==> config.mk <==
export PLATFORM = sky130hd
export DESIGN_NAME = gpio_bank_ctl
export DESIGN_NICKNAME = d
export VERILOG_FILES = /design/src/rtl/gpb_pkg.sv /design/src/rtl/gpb_sync.sv /design/src/rtl/gpb_edge.sv /design/src/rtl/gpio_bank_ctl.sv
export SDC_FILE = /design/constraint.sdc
export NUM_CORES = 1
export LEC_CHECK = 0
export BUFFER_PORTS_ARGS = -buffer_cell sky130_fd_sc_hd__buf_2
export CORE_UTILIZATION = 50
export CTS_CLUSTER_SIZE = 24
export DETAILED_ROUTE_END_ITERATION = 10
export MAX_ROUTING_LAYER = met4
export PLACE_DENSITY = 0.74
export SYNTH_ARGS = -nofsm -noshare
export SYNTH_HDL_FRONTEND = slang
export SYNTH_HIERARCHICAL = 1
export SYNTH_SLANG_ARGS = --single-unit
==> constraint.sdc <==
create_clock -name clk -period 1.8 [get_ports clk]
set_input_delay 0 -clock clk [delete_from_list [all_inputs] [get_ports clk]]
set_output_delay 0 -clock clk [all_outputs]
set_load 0.005 [all_outputs]
==> src/rtl/gpb_pkg.sv <==
package gpb_pkg;
  typedef enum logic [2:0] {
    G_LEVEL = 3'd0,
    G_DIR   = 3'd1,
    G_SET   = 3'd2,
    G_CLR   = 3'd3,
    G_RISE  = 3'd4,
    G_FALL  = 3'd5,
    G_STAT  = 3'd6,
    G_ALT   = 3'd7
  } grp_e;

  // feature group of a word index for a given number of words per group
  function automatic int unsigned word_group(int unsigned w, int unsigned nreg);
    return w / nreg;
  endfunction

  // word position inside its group
  function automatic int unsigned word_slot(int unsigned w, int unsigned nreg);
    return w % nreg;
  endfunction

  // edge event for a vector: enabled rise or enabled fall
  function automatic logic [31:0] edge_evt(logic [31:0] cur, logic [31:0] old,
                                           logic [31:0] ren, logic [31:0] fen);
    return (ren & cur & ~old) | (fen & ~cur & old);
  endfunction
endpackage

==> src/rtl/gpb_sync.sv <==
module gpb_sync #(
  parameter int W = 64
) (
  input  logic         clk,
  input  logic         rst_n,
  input  logic [W-1:0] d,
  output logic [W-1:0] q
);
  logic [W-1:0] meta;

  always_ff @(posedge clk or negedge rst_n) begin
    if (!rst_n) begin
      meta <= '0;
      q    <= '0;
    end else begin
      meta <= d;
      q    <= meta;
    end
  end
endmodule

==> src/rtl/gpb_edge.sv <==
module gpb_edge
  import gpb_pkg::*;
#(
  parameter int NPINS = 64
) (
  input  logic             clk,
  input  logic             rst_n,
  input  logic [NPINS-1:0] lvl,
  input  logic [NPINS-1:0] rise_en,
  input  logic [NPINS-1:0] fall_en,
  input  logic [NPINS-1:0] clr,
  output logic [NPINS-1:0] status,
  output logic             irq
);
  localparam int NREG = NPINS / 32;

  logic [NPINS-1:0] prev;
  logic [NPINS-1:0] evt;

  for (genvar k = 0; k < NREG; k++) begin : g_word
    assign evt[k*32 +: 32] = edge_evt(lvl[k*32 +: 32], prev[k*32 +: 32],
                                      rise_en[k*32 +: 32], fall_en[k*32 +: 32]);
  end

  always_ff @(posedge clk or negedge rst_n) begin
    if (!rst_n) begin
      prev   <= '0;
      status <= '0;
    end else begin
      prev   <= lvl;
      status <= (status & ~clr) | evt;
    end
  end

  assign irq = |status;

  // every live event is latched on the next edge
  p_edge_latched_r5: assert property (@(posedge clk) disable iff (!rst_n)
    (|evt) |=> ((status & $past(evt)) == $past(evt)));
  // a status bit never rises without an event
  p_no_spurious_r6: assert property (@(posedge clk) disable iff (!rst_n)
    rst_n |=> ((status & ~$past(status) & ~$past(evt)) == '0));
  // an event beats a clear of the same bit
  p_edge_beats_clr_r7: assert property (@(posedge clk) disable iff (!rst_n)
    (|(evt & clr)) |=> ((status & $past(evt & clr)) == $past(evt & clr)));
  // the interrupt only rises after an event
  p_irq_source_r8: assert property (@(posedge clk) disable iff (!rst_n)
    $rose(irq) |-> $past(|evt));
endmodule

==> src/rtl/gpio_bank_ctl.sv <==
module gpio_bank_ctl
  import gpb_pkg::*;
#(
  parameter int NPINS  = 64,
  parameter int ADDR_W = 10
) (
  input  logic               clk,
  input  logic               rst_n,
  input  logic               bus_sel,
  input  logic               bus_wr,
  input  logic [ADDR_W-1:0]  bus_addr,
  input  logic [31:0]        bus_wdata,
  output logic [31:0]        bus_rdata,
  input  logic [NPINS-1:0]   pin_in,
  output logic [NPINS-1:0]   pin_out,
  output logic [NPINS-1:0]   pin_oe,
  output logic [2*NPINS-1:0] pin_altsel,
  output logic               irq
);
  localparam int unsigned NREG     = NPINS / 32;
  localparam int unsigned ALT_BASE = 7 * NREG;
  localparam int unsigned ALT_END  = 9 * NREG;

  logic [NPINS-1:0]   lvl, dir_q, out_q, rise_q, fall_q, status;
  logic [NPINS-1:0]   set_m, clr_m, stat_clr;
  logic [NREG-1:0]    dir_wr, rise_wr, fall_wr, lvl_wr;
  logic [2*NREG-1:0]  alt_wr;
  logic [2*NPINS-1:0] alt_q;
  logic               wr_en, in_std, in_alt;
  int unsigned        widx, grp, slot, aslot;

  gpb_sync #(.W(NPINS)) u_sync (
    .clk(clk), .rst_n(rst_n), .d(pin_in), .q(lvl)
  );

  gpb_edge #(.NPINS(NPINS)) u_edge (
    .clk(clk), .rst_n(rst_n), .lvl(lvl), .rise_en(rise_q), .fall_en(fall_q),
    .clr(stat_clr), .status(status), .irq(irq)
  );

  // address decode
  always_comb begin
    widx   = 32'(bus_addr >> 2);
    grp    = word_group(widx, NREG);
    slot   = word_slot(widx, NREG);
    in_std = (widx < ALT_BASE);
    in_alt = (widx >= ALT_BASE) && (widx < ALT_END);
    aslot  = in_alt ? (widx - ALT_BASE) : 0;
    wr_en  = bus_sel && bus_wr;
  end

  // write strobes and masks
  always_comb begin
    set_m = '0; clr_m = '0; stat_clr = '0;
    dir_wr = '0; rise_wr = '0; fall_wr = '0; lvl_wr = '0; alt_wr = '0;
    if (wr_en && in_std) begin
      for (int unsigned k = 0; k < NREG; k++) begin
        if (slot == k) begin
          case (grp)
            32'(G_LEVEL): lvl_wr[k] = 1'b1;
            32'(G_DIR):   dir_wr[k] = 1'b1;
            32'(G_SET):   set_m[k*32 +: 32] = bus_wdata;
            32'(G_CLR):   clr_m[k*32 +: 32] = bus_wdata;
            32'(G_RISE):  rise_wr[k] = 1'b1;
            32'(G_FALL):  fall_wr[k] = 1'b1;
            32'(G_STAT):  stat_clr[k*32 +: 32] = bus_wdata;
            default: ;
          endcase
        end
      end
    end
    if (wr_en && in_alt) begin
      for (int unsigned k = 0; k < 2*NREG; k++) begin
        if (aslot == k) alt_wr[k] = 1'b1;
      end
    end
  end

  always_ff @(posedge clk or negedge rst_n) begin
    if (!rst_n) begin
      dir_q  <= '0;
      out_q  <= '0;
      rise_q <= '0;
      fall_q <= '0;
      alt_q  <= '0;
    end else begin
      out_q <= (out_q | set_m) & ~clr_m;
      for (int unsigned k = 0; k < NREG; k++) begin
        if (dir_wr[k])  dir_q[k*32 +: 32]  <= bus_wdata;
        if (rise_wr[k]) rise_q[k*32 +: 32] <= bus_wdata;
        if (fall_wr[k]) fall_q[k*32 +: 32] <= bus_wdata;
      end
      for (int unsigned k = 0; k < 2*NREG; k++) begin
        if (alt_wr[k]) alt_q[k*32 +: 32] <= bus_wdata;
      end
    end
  end

  // read mux
  always_comb begin
    bus_rdata = '0;
    if (bus_sel && !bus_wr) begin
      if (in_std) begin
        for (int unsigned k = 0; k < NREG; k++) begin
          if (slot == k) begin
            case (grp)
              32'(G_LEVEL): bus_rdata = lvl[k*32 +: 32];
              32'(G_DIR):   bus_rdata = dir_q[k*32 +: 32];
              32'(G_RISE):  bus_rdata = rise_q[k*32 +: 32];
              32'(G_FALL):  bus_rdata = fall_q[k*32 +: 32];
              32'(G_STAT):  bus_rdata = status[k*32 +: 32];
              default:      bus_rdata = '0;
            endcase
          end
        end
      end else if (in_alt) begin
        for (int unsigned k = 0; k < 2*NREG; k++) begin
          if (aslot == k) bus_rdata = alt_q[k*32 +: 32];
        end
      end
    end
  end

  assign pin_out    = out_q;
  assign pin_oe     = dir_q;
  assign pin_altsel = alt_q;

  // set strobes drive ones, clear strobes drive zeros
  p_set_drives_r3: assert property (@(posedge clk) disable iff (!rst_n)
    (|set_m) |=> ((pin_out & $past(set_m)) == $past(set_m)));
  p_clr_drives_r3: assert property (@(posedge clk) disable iff (!rst_n)
    (|clr_m) |=> ((pin_out & $past(clr_m)) == '0));
  // a write to the level group leaves the configuration untouched
  p_level_ro_r4: assert property (@(posedge clk) disable iff (!rst_n)
    (|lvl_wr) |=> ($stable(pin_oe) && $stable(pin_out) && $stable(pin_altsel)));
  // at most one word strobe fires per access
  p_one_word_r1: assert property (@(posedge clk) disable iff (!rst_n)
    $onehot0({dir_wr, rise_wr, fall_wr, lvl_wr, alt_wr}));
endmodule

==> results of run 1 <==
layout by cell type, fill, tap and decap left out, types with 6 or more instances in the layout:
cell           count
a22oi_1           20
nand3_1           10
buf_2            390
mux2_2           270
a221oi_2           9
nor2_4             9
buf_4            139
mux2_4            22
nand4_1           12
a21oi_1          204
a221oi_1          39
a22o_1            21
buf_6             25
o2111ai_2          7
a32oi_1            6
buf_12            66
nor4_1            13
clkbuf_8          17
o21ai_0           63
clkbuf_16         68
o22a_1            63
clkbuf_1          15
a222oi_1          44
a211oi_2          10
dlygate4sd3_1     97
inv_1             64
mux2_1            29
a221o_1           32
dfrtp_1          636
and2_1            64
nand2_1          164
o31ai_1           10
mux2i_1           32
bufinv_16          6
logic make-up after synthesis:
group                    Yosys count  synth area share [%]
adder cells (fa/ha/maj)            4                0.1897
XOR/XNOR                           2               0.06641
flip-flops                       640                 60.71
AO/OA/AOI/OAI                    548                 14.51
buffers and inverters            226                 3.681
multiplexers                     353                 14.93
AND/OR/NAND/NOR                  315                 5.910
layer usage:
metal	GRT usage (%)	part of all wire [%]	vias to the layer above
li1	-	-	8935
met1	47.81	40	11092
met2	53.01	46	1308
met3	6.643	9.2	256
met4	15.34	4.4	0
met5	-	0	-
critical path, delay by kind of cell (launching register included):
| family | cells | cell delay [ps] |
|---|---|---|
| flip-flops | 1 | 420 |
| buffers and inverters | 2 | 380 |
| AND/OR/NAND/NOR | 3 | 1070 |
power by group through the flow:
stage | Sequential [mW] | Clock, mW | Combinational, mW
6_report | 14.8 | 14.2 | 1.53
5_1_grt | 14.8 | 14.9 | 1.65
4_1_cts | 14.8 | 14.4 | 1.49
3_5_place_dp | 15.1 | 0 | 1.23
3_3_place_gp | 15.0 | 0 | 1.21
2_1_floorplan | 15.0 | 0 | 0.357
Yosys cell counts (12+ instances only):
master | count | area (um^2)
dfrtp_1 | 640 | 16020
a221oi_1 | 49 | 429.2
nand4_1 | 12 | 75.07
nor4_1 | 15 | 93.84
o22a_1 | 63 | 551.8
mux2_2 | 270 | 3040
a21oi_1 | 208 | 1041
a22oi_1 | 20 | 150.1
mux2_1 | 50 | 563.0
nand2_1 | 164 | 615.6
a22o_1 | 22 | 192.7
and2_1 | 65 | 406.6
inv_1 | 66 | 247.7
buf_2 | 38 | 190.2
a221o_1 | 32 | 320.3
clkbuf_1 | 100 | 375.4
mux2i_1 | 32 | 320.3
o21ai_0 | 63 | 315.3
a222oi_1 | 44 | 440.4
how the worst min path moves through the flow:
stage | endpoint | slack (ps) | start
6_report | u_sync/meta[24]$_DFF_PN0_ | 40 | pin_in[24]
4_1_cts | u_sync/meta[59]$_DFF_PN0_ | 10 | pin_in[59]
3_5_place_dp | pin_altsel[53]$_DFFE_PN0P_ | -80 | rst_n
5_1_grt | u_sync/meta[41]$_DFF_PN0_ | 10 | pin_in[41]
3_3_place_gp | pin_altsel[22]$_DFFE_PN0P_ | -70 | rst_n
2_1_floorplan | fall_q[0]$_DFFE_PN0P_ | -300 | rst_n
registers in the layout, summed over array words and instances, names as in the netlist:
name	cells
fall_q	64
pin_altsel	128
pin_oe	64
pin_out	64
rise_q	64
u_edge/prev	64
u_edge/status	64
u_sync/meta	64
u_sync/q	64
final cells by class:
| class | count | area, um^2 | area share [%] |
|---|---|---|---|
| inverters | 67 | 264.0 | 0.7544 |
| multi-input cells | 1222 | 10000 | 28.58 |
| well taps | 680 | 850.8 | 2.431 |
| flip-flops and latches | 640 | 16020 | 45.78 |
| diodes | 2 | 5.005 | 0.01430 |
| clock inverters | 15 | 249.0 | 0.7115 |
| repair buffers | 720 | 5614 | 16.04 |
| clock buffers | 100 | 1992 | 5.692 |
repair_timing:
item | in CTS | in global routing
resized for setup | 95 | 28
endpoints found under the setup margin | 33 | 33
pin swaps | 62 | 25
hold buffers | 98 | 0
hold endpoints to repair | 1149 | 0
setup buffers | 22 | 8
==> results.toml, run 1 <==
[outcome]
status = "finished, violations left"
violations = "setup timing"

[timing]
min_period_ps = 2472
hold_viol = 0
rsz0062_at_grt = "yes"
post-route-period-util_pct = 137.4
slew_headroom_pct = 63.63
worst_pin_slew_ps = 545.5
fin_ws_ps = -672.5
finalSetupViolCount = 33
fin_tns_setup_ps = -5838
clock_skew_ps = 23.71
timing.fmax_ghz = 0.4045
maxSlewViolCount = 0
hold-worst-slack_ps = 37.58

[power]
p_comb_share_pct = 5.0
switching_share_pct = 22.30
p_leak_nw = 17.24
clkPwrFrac_pct = 46.5
power.density_nw_per_um2 = 872.9
vdd_drop_max_mv = 0.6462
power_frac_seq_pct = 48.5
power.switching_mw = 6.812
p_total_mw = 30.55
p_int_mw = 23.74

[die]
placementRows = 83
io_pins = 399
die_area_um2 = 53680
die_x_um = 231.7
core-area_um2 = 51720
fp.dieH_um = 231.7
initial_core_util_pct = 51.01

[synthesis]
async_flop_share_pct = 100.0
synth_seq_cells = 640
syn_nets = 2202
synth-main-ff-cell = "dfrtp_1"
ys_types = 58
yosysWarnings = 6
netlist_instances = 2088
synth.yosys.seq_area_share_pct = 60.71
synth_area_um2 = 26380
avgSynthCellArea_um2 = 12.63
synth-edff-count = 0

[placed_design]
place.port_buffers = 396
placedInstanceArea_um2 = 30990
dp.cells = 3206
pre_cts_ws_ps = -562.0
gp_congestion = 0.9121
place_hpwl_um = 62440

[layout]
fin_cells = 3446
drive_gt1_share_pct = 39.91
final_nets = 2831
fin_util_pct = 67.67
area_growth_pct = 32.66
fillCellCount = 3655
fin_area_um2 = 35000

[worst_setup_path]
crit_fanout = 2
r2r-end = "u_edge/status[58]$_DFF_PN0_"
cp.arrival_ps = 2470
path_cells = "nor4_4 -> buf_4 -> nand4_1 -> or4_1 -> buf_2"
cp_data_required_time_ps = 1800
worst_path_max_delay_cell = "or4_1"
endpoint = "irq"
crit_path_start_kind = "flip-flop"
crit_path_end_kind = "primary output"
r2r_cells = 4
timing.rr.start = "u_sync/q[58]$_DFF_PN0_"
rrSetupSlack_ps = 840
crit_path_start = "u_edge/status[61]$_DFF_PN0_"
path_class = "reg -> out"
worst_path_largest_cell_delay_ps = 450

[detailed_routing]
first_iter_violations = 2690
drt_pass1_iterations = 10
drcViolationCount = 0
wl_um = 92910
avgRoutedWirePerCell_um = 26.96
via_per_inst = 6.266
via_count = 21591
ant_nets = 0

[clock_tree]
htreeDepth = 3
clkLatencyLatePin_ps = 600
numCtsBuffers = 66
cts_max_path_buffers = 3
cts_sinks = 640
cts_root_buf = "clkbuf_16"
cts_tree = "built"
clk_pin_slew_ps = 60

[global_route]
antenna_found_initial = 2
grt_pass1_wl_um = 137100
first_global_vias = 21871
grt_max_degree = 89
overflow = 0
grt_usage_pct = 35.57

[hold_path]
min_path_type = "in -> reg"
hold_depth = 2

[job]
max-cap-violations = 0
Power figures use the tool's default switching activity.
==> inputs of run 2 (changes only) <==
BUFFER_PORTS_ARGS = -buffer_cell sky130_fd_sc_hd__buf_4   (was -buffer_cell sky130_fd_sc_hd__buf_2)
==> results.toml, run 2 (synthesized netlist as in run 1, its figures left out) <==
[layout]
fin_cells = 3443
final_nets = 2828
fin_area_um2 = 35820
multi_input_area_um2 = 9935
layout_commonest_cell = "dfrtp_1"
largest_reg_flops = 128
layout_common_cells = "dfrtp_1 (637), buf_4 (537), mux2_2 (270)"
drive_gt1_share_pct = 39.44
fin_util_pct = 69.27
area_growth_pct = 35.80
fillCellCount = 3578
seq_area_um2 = 16020

[timing]
finalSetupViolCount = 33
hold-worst-slack_ps = 22.93
fin_tns_setup_ps = -8371
min_period_ps = 2477
post-route-period-util_pct = 137.6
clock_skew_ps = 31.15
rsz0062_at_grt = "yes"
slew_headroom_pct = 57.07
timing.fmax_ghz = 0.4036
worst_pin_slew_ps = 638.1
fin_ws_ps = -677.5
hold_viol = 0
maxSlewViolCount = 0

[hold_path]
hold_end = "u_sync/meta[47]$_DFF_PN0_"
hold_depth = 2
min-delay-start = "pin_in[47]"
min_path_type = "in -> reg"

[clock_tree]
cts_root_buf = "clkbuf_16"
clk_pin_slew_ps = 60
htreeDepth = 3
cts_sinks = 640
clkLatencyLatePin_ps = 620
cts_max_path_buffers = 3
numCtsBuffers = 66
cts_tree = "built"

[job]
max-cap-violations = 0

[placed_design]
gp_congestion = 0.9273
place.port_buffers = 396
place_hpwl_um = 62130
placedInstanceArea_um2 = 31840
dp.cells = 3196

[die]
initial_core_util_pct = 51.01
die_x_um = 231.7
placementRows = 83
fp.dieH_um = 231.7
io_pins = 399
die_area_um2 = 53680
core-area_um2 = 51720

[global_route]
antenna_found_initial = 2
first_global_vias = 21842
grt_max_degree = 80
grt_usage_pct = 35.65
overflow = 0
grt_pass1_wl_um = 137500

[worst_setup_path]
r2r_cells = 4
cp.arrival_ps = 2480
timing.rr.start = "u_sync/q[53]$_DFF_PN0_"
crit_path_start = "u_edge/status[21]$_DFF_PN0_"
crit_fanout = 3
crit_path_start_kind = "flip-flop"
r2r-end = "u_edge/status[53]$_DFF_PN0_"
rrSetupSlack_ps = 790
cp_data_required_time_ps = 1800
crit_path_end_kind = "primary output"
path_class = "reg -> out"

[detailed_routing]
drt_pass1_iterations = 8
ant_nets = 0
drcViolationCount = 0
wl_um = 93390
avgRoutedWirePerCell_um = 27.12
via_count = 21653
first_iter_violations = 2348
via_per_inst = 6.289

[power]
vdd_drop_max_mv = 0.6589
p_leak_nw = 17.22
power.density_nw_per_um2 = 849.5

[outcome]
status = "finished, violations left"
violations = "setup timing"
==> run 2: changes by cell type in the layout (fill, tap and decap cells not counted), sizes merged <==
cell / before / now
bufinv: 6 / 3
inv: 68 / 69
clkinv: 6 / 8
buf: 623 / 619
clkbuf: 100 / 103
clkinvlp: 2 / 0
==> run 2: layout make-up <==
type | instances | area share [%]
diodes | 2 | 0.01397
clock buffers | 102 | 5.724
clock inverters | 13 | 0.5169
inverters | 67 | 0.7369
multi-input cells | 1222 | 27.73
flip-flops and latches | 640 | 44.72
well taps | 680 | 2.375
repair buffers | 717 | 18.19
==> run 2: where the power goes <==
group	internal [mW]	total [mW]	switching, mW	leakage, nW
Sequential	14.6	14.8	0.173	8.16
Combinational	0.656	1.58	0.925	7.96
Clock	8.30	14.0	5.74	1.10
==> run 2: repair_timing <==
item | in CTS | in global routing
cloned | 4 | 1
setup buffers | 34 | 4
hold buffers | 98 | 0
endpoints found under the setup margin | 33 | 33
resized for setup | 77 | 27
pin swaps | 63 | 32
hold endpoints to repair | 1152 | 0
==> run 2: stage by stage <==
| stage | power [mW] | worst slack, ps |
|---|---|---|
| 2_1_floorplan | 15.37 | -25.63 |
| 3_3_place_gp | 16.30 | -426.2 |
| 3_5_place_dp | 16.33 | -466.0 |
| 4_1_cts | 30.52 | -587.2 |
| 5_1_grt | 31.26 | -648.9 |
| 6_report | 30.43 | -677.5 |
==> run 2: worst max-delay path, stage by stage, from the launching register on <==
cell and delay [ps]:
dfrtp_1 410, nor4_1 600, nand4_1 180, or4_1 490
buf_4 170
==> run 2: worst max-delay path by stage <==
stage | endpoint | slack (ps)
after floorplan | pin_altsel[107]$_DFFE_PN0P_ | -30
after global placement | bus_rdata[4] | -430
after detailed placement | bus_rdata[4] | -470
after CTS | irq | -590
after global routing | irq | -650
final | irq | -680
==> run 2: routing by layer <==
layer	vias to the layer above	wire [um]	track usage [%]
li1	8945	-	-
met1	11120	37290	47.22
met2	1338	43190	53.23
met3	250	8522	6.483
met4	0	4385	17.19
met5	-	0	-
==> inputs of run 3 (changes only) <==
BUFFER_PORTS_ARGS = default   (was -buffer_cell sky130_fd_sc_hd__buf_4)
DONT_BUFFER_PORTS = 1   (was default)
PLACE_DENSITY = 0.68   (was 0.74)
==> results.toml, run 3 (synthesized netlist as in run 1, its figures left out) <==
[worst_setup_path]
cp.depth = 4
cp.arrival_ps = 2230
crit_fanout = 3
crit_path_end_kind = "primary output"
path_buf_inv = 1
path_class = "reg -> out"
path_cells = "nor4_2 -> buf_4 -> nand4_1 -> or4_4"
crit_path_start = "u_edge/status[32]$_DFF_PN0_"
cp_data_required_time_ps = 1800
worst_path_max_delay_cell = "or4_4"
worst_path_largest_cell_delay_ps = 580
crit_path_start_kind = "flip-flop"
r2r-end = "pin_altsel[55]$_DFFE_PN0P_"
r2r_cells = 1
endpoint = "irq"
timing.rr.start = "pin_altsel[55]$_DFFE_PN0P_"
rrSetupSlack_ps = 840
critPathTopFamily = "simple AND/OR/NAND/NOR gates"

[timing]
fin_ws_ps = -427.8
post-route-period-util_pct = 123.8
timing.fmax_ghz = 0.4489
fin_tns_setup_ps = -5538
clock_skew_ps = 30.38
worst_pin_slew_ps = 3532
slew_headroom_pct = -135.5
rsz0062_at_grt = "yes"
hold_viol = 640
maxSlewViolCount = 556
min_period_ps = 2228
finalSetupViolCount = 70
hold-worst-slack_ps = -878.7

[global_route]
gr-usage-met1_pct = 43.80
grt_max_degree = 641
overflow = 0
use_met3_pct = 9.000
grt_usage_pct = 33.54
antenna_found_initial = 2
grt_pass1_wl_um = 128400
grt.busiest_layer = "met2"
first_global_vias = 19565
grt_use_met2_pct = 50.23

[power]
p_leak_nw = 14.94
power.switching_mw = 6.525
p_total_mw = 30.05
power.density_nw_per_um2 = 920.5
vdd_drop_max_mv = 0.9093
clkPwrFrac_pct = 47.6
power_frac_seq_pct = 49.3
p_int_mw = 23.52
p_comb_share_pct = 3.1
switching_share_pct = 21.72

[clock_tree]
ctsHoldBuffers = 160
cts_tree = "built"
cts_sinks = 640
clkLatencyLatePin_ps = 620
cts_max_path_buffers = 3
clk_pin_slew_ps = 60
cts_root_buf = "clkbuf_16"
numCtsBuffers = 69
htreeDepth = 3

[placed_design]
placedInstanceArea_um2 = 28230
gp_congestion = 0.8801
place_hpwl_um = 55670
place.port_buffers = 0
dp.cells = 2736
pre_cts_ws_ps = -160.0

[outcome]
violations = "hold timing, slew limit, setup timing"
status = "finished, violations left"

[detailed_routing]
drt_pass1_iterations = 8
drcViolationCount = 0
via_count = 19454
avgRoutedWirePerCell_um = 29.24
wl_um = 88560
ant_nets = 0
via_per_inst = 6.423
first_iter_violations = 2068

[layout]
layout_common_cells = "dfrtp_1 (614), mux2_2 (270), a21oi_1 (204)"
fin_cells = 3029
layout_commonest_cell = "dfrtp_1"
seq_area_um2 = 16050
fillCellCount = 3861
final_nets = 2412
largest_reg_flops = 128
drive_gt1_share_pct = 27.24
fin_area_um2 = 32640
fin_util_pct = 63.12
multi_input_area_um2 = 9921
area_growth_pct = 23.74

[die]
core-area_um2 = 51720
die_x_um = 231.7
initial_core_util_pct = 51.01
fp.dieH_um = 231.7
io_pins = 399
die_area_um2 = 53680
placementRows = 83

[job]
max-cap-violations = 0

[hold_path]
min_path_type = "in -> async"
==> run 3: cell types whose count changed in the layout (fill, tap and decap cells not counted), sizes merged <==
cell / change
dlygate4sd3: +63
clkbuf: -3
buf: -483
inv: +2
clkinv: +3
bufinv: +1
clkinvlp: +2
diode: +1
==> run 3: area by class of cell <==
| cell class | count | area share [%] |
|---|---|---|
| flip-flops and latches | 640 | 49.16 |
| multi-input cells | 1222 | 30.39 |
| repair buffers | 298 | 10.07 |
| clock buffers | 98 | 6.213 |
| well taps | 680 | 2.606 |
| inverters | 67 | 0.7704 |
| clock inverters | 21 | 0.7666 |
| diodes | 3 | 0.02300 |
==> run 3: what timing repair did <==
item / 4_1_cts / 5_1_grt
resized for setup: 57 / 35
cloned: 0 / 2
buffers inserted: 8 / 8
pin swaps: 56 / 39
endpoints found under the setup margin: 33 / 30
hold endpoints to repair: 1152 / 640
==> run 3: power groups by stage <==
stage | clock network (mW) | registers, mW | logic [mW]
after floorplan | 0 | 15.0 | 0.357
after global placement | 0 | 15.1 | 0.395
after detailed placement | 0 | 15.1 | 0.400
after CTS | 14.5 | 14.8 | 0.876
after global routing | 15.1 | 14.8 | 0.971
final | 14.3 | 14.8 | 0.925
==> run 3: metal layers <==
metal,wire (um),up-vias
met1,35630,10056
met2,41160,1098
li1,-,8111
met5,0,-
met4,2819,0
met3,8955,189
==> run 3: worst min-delay path by stage <==
stage	startpoint	to	slack, ps	cells after the start
after CTS	rst_n	u_sync/meta[22]$_DFF_PN0_	-900	0
final	rst_n	u_sync/meta[32]$_DFF_PN0_	-880	0
after floorplan	rst_n	fall_q[0]$_DFFE_PN0P_	-300	0
after global routing	rst_n	u_sync/meta[22]$_DFF_PN0_	-900	0
after global placement	rst_n	u_sync/meta[32]$_DFF_PN0_	-260	0
after detailed placement	rst_n	u_sync/meta[32]$_DFF_PN0_	-260	0
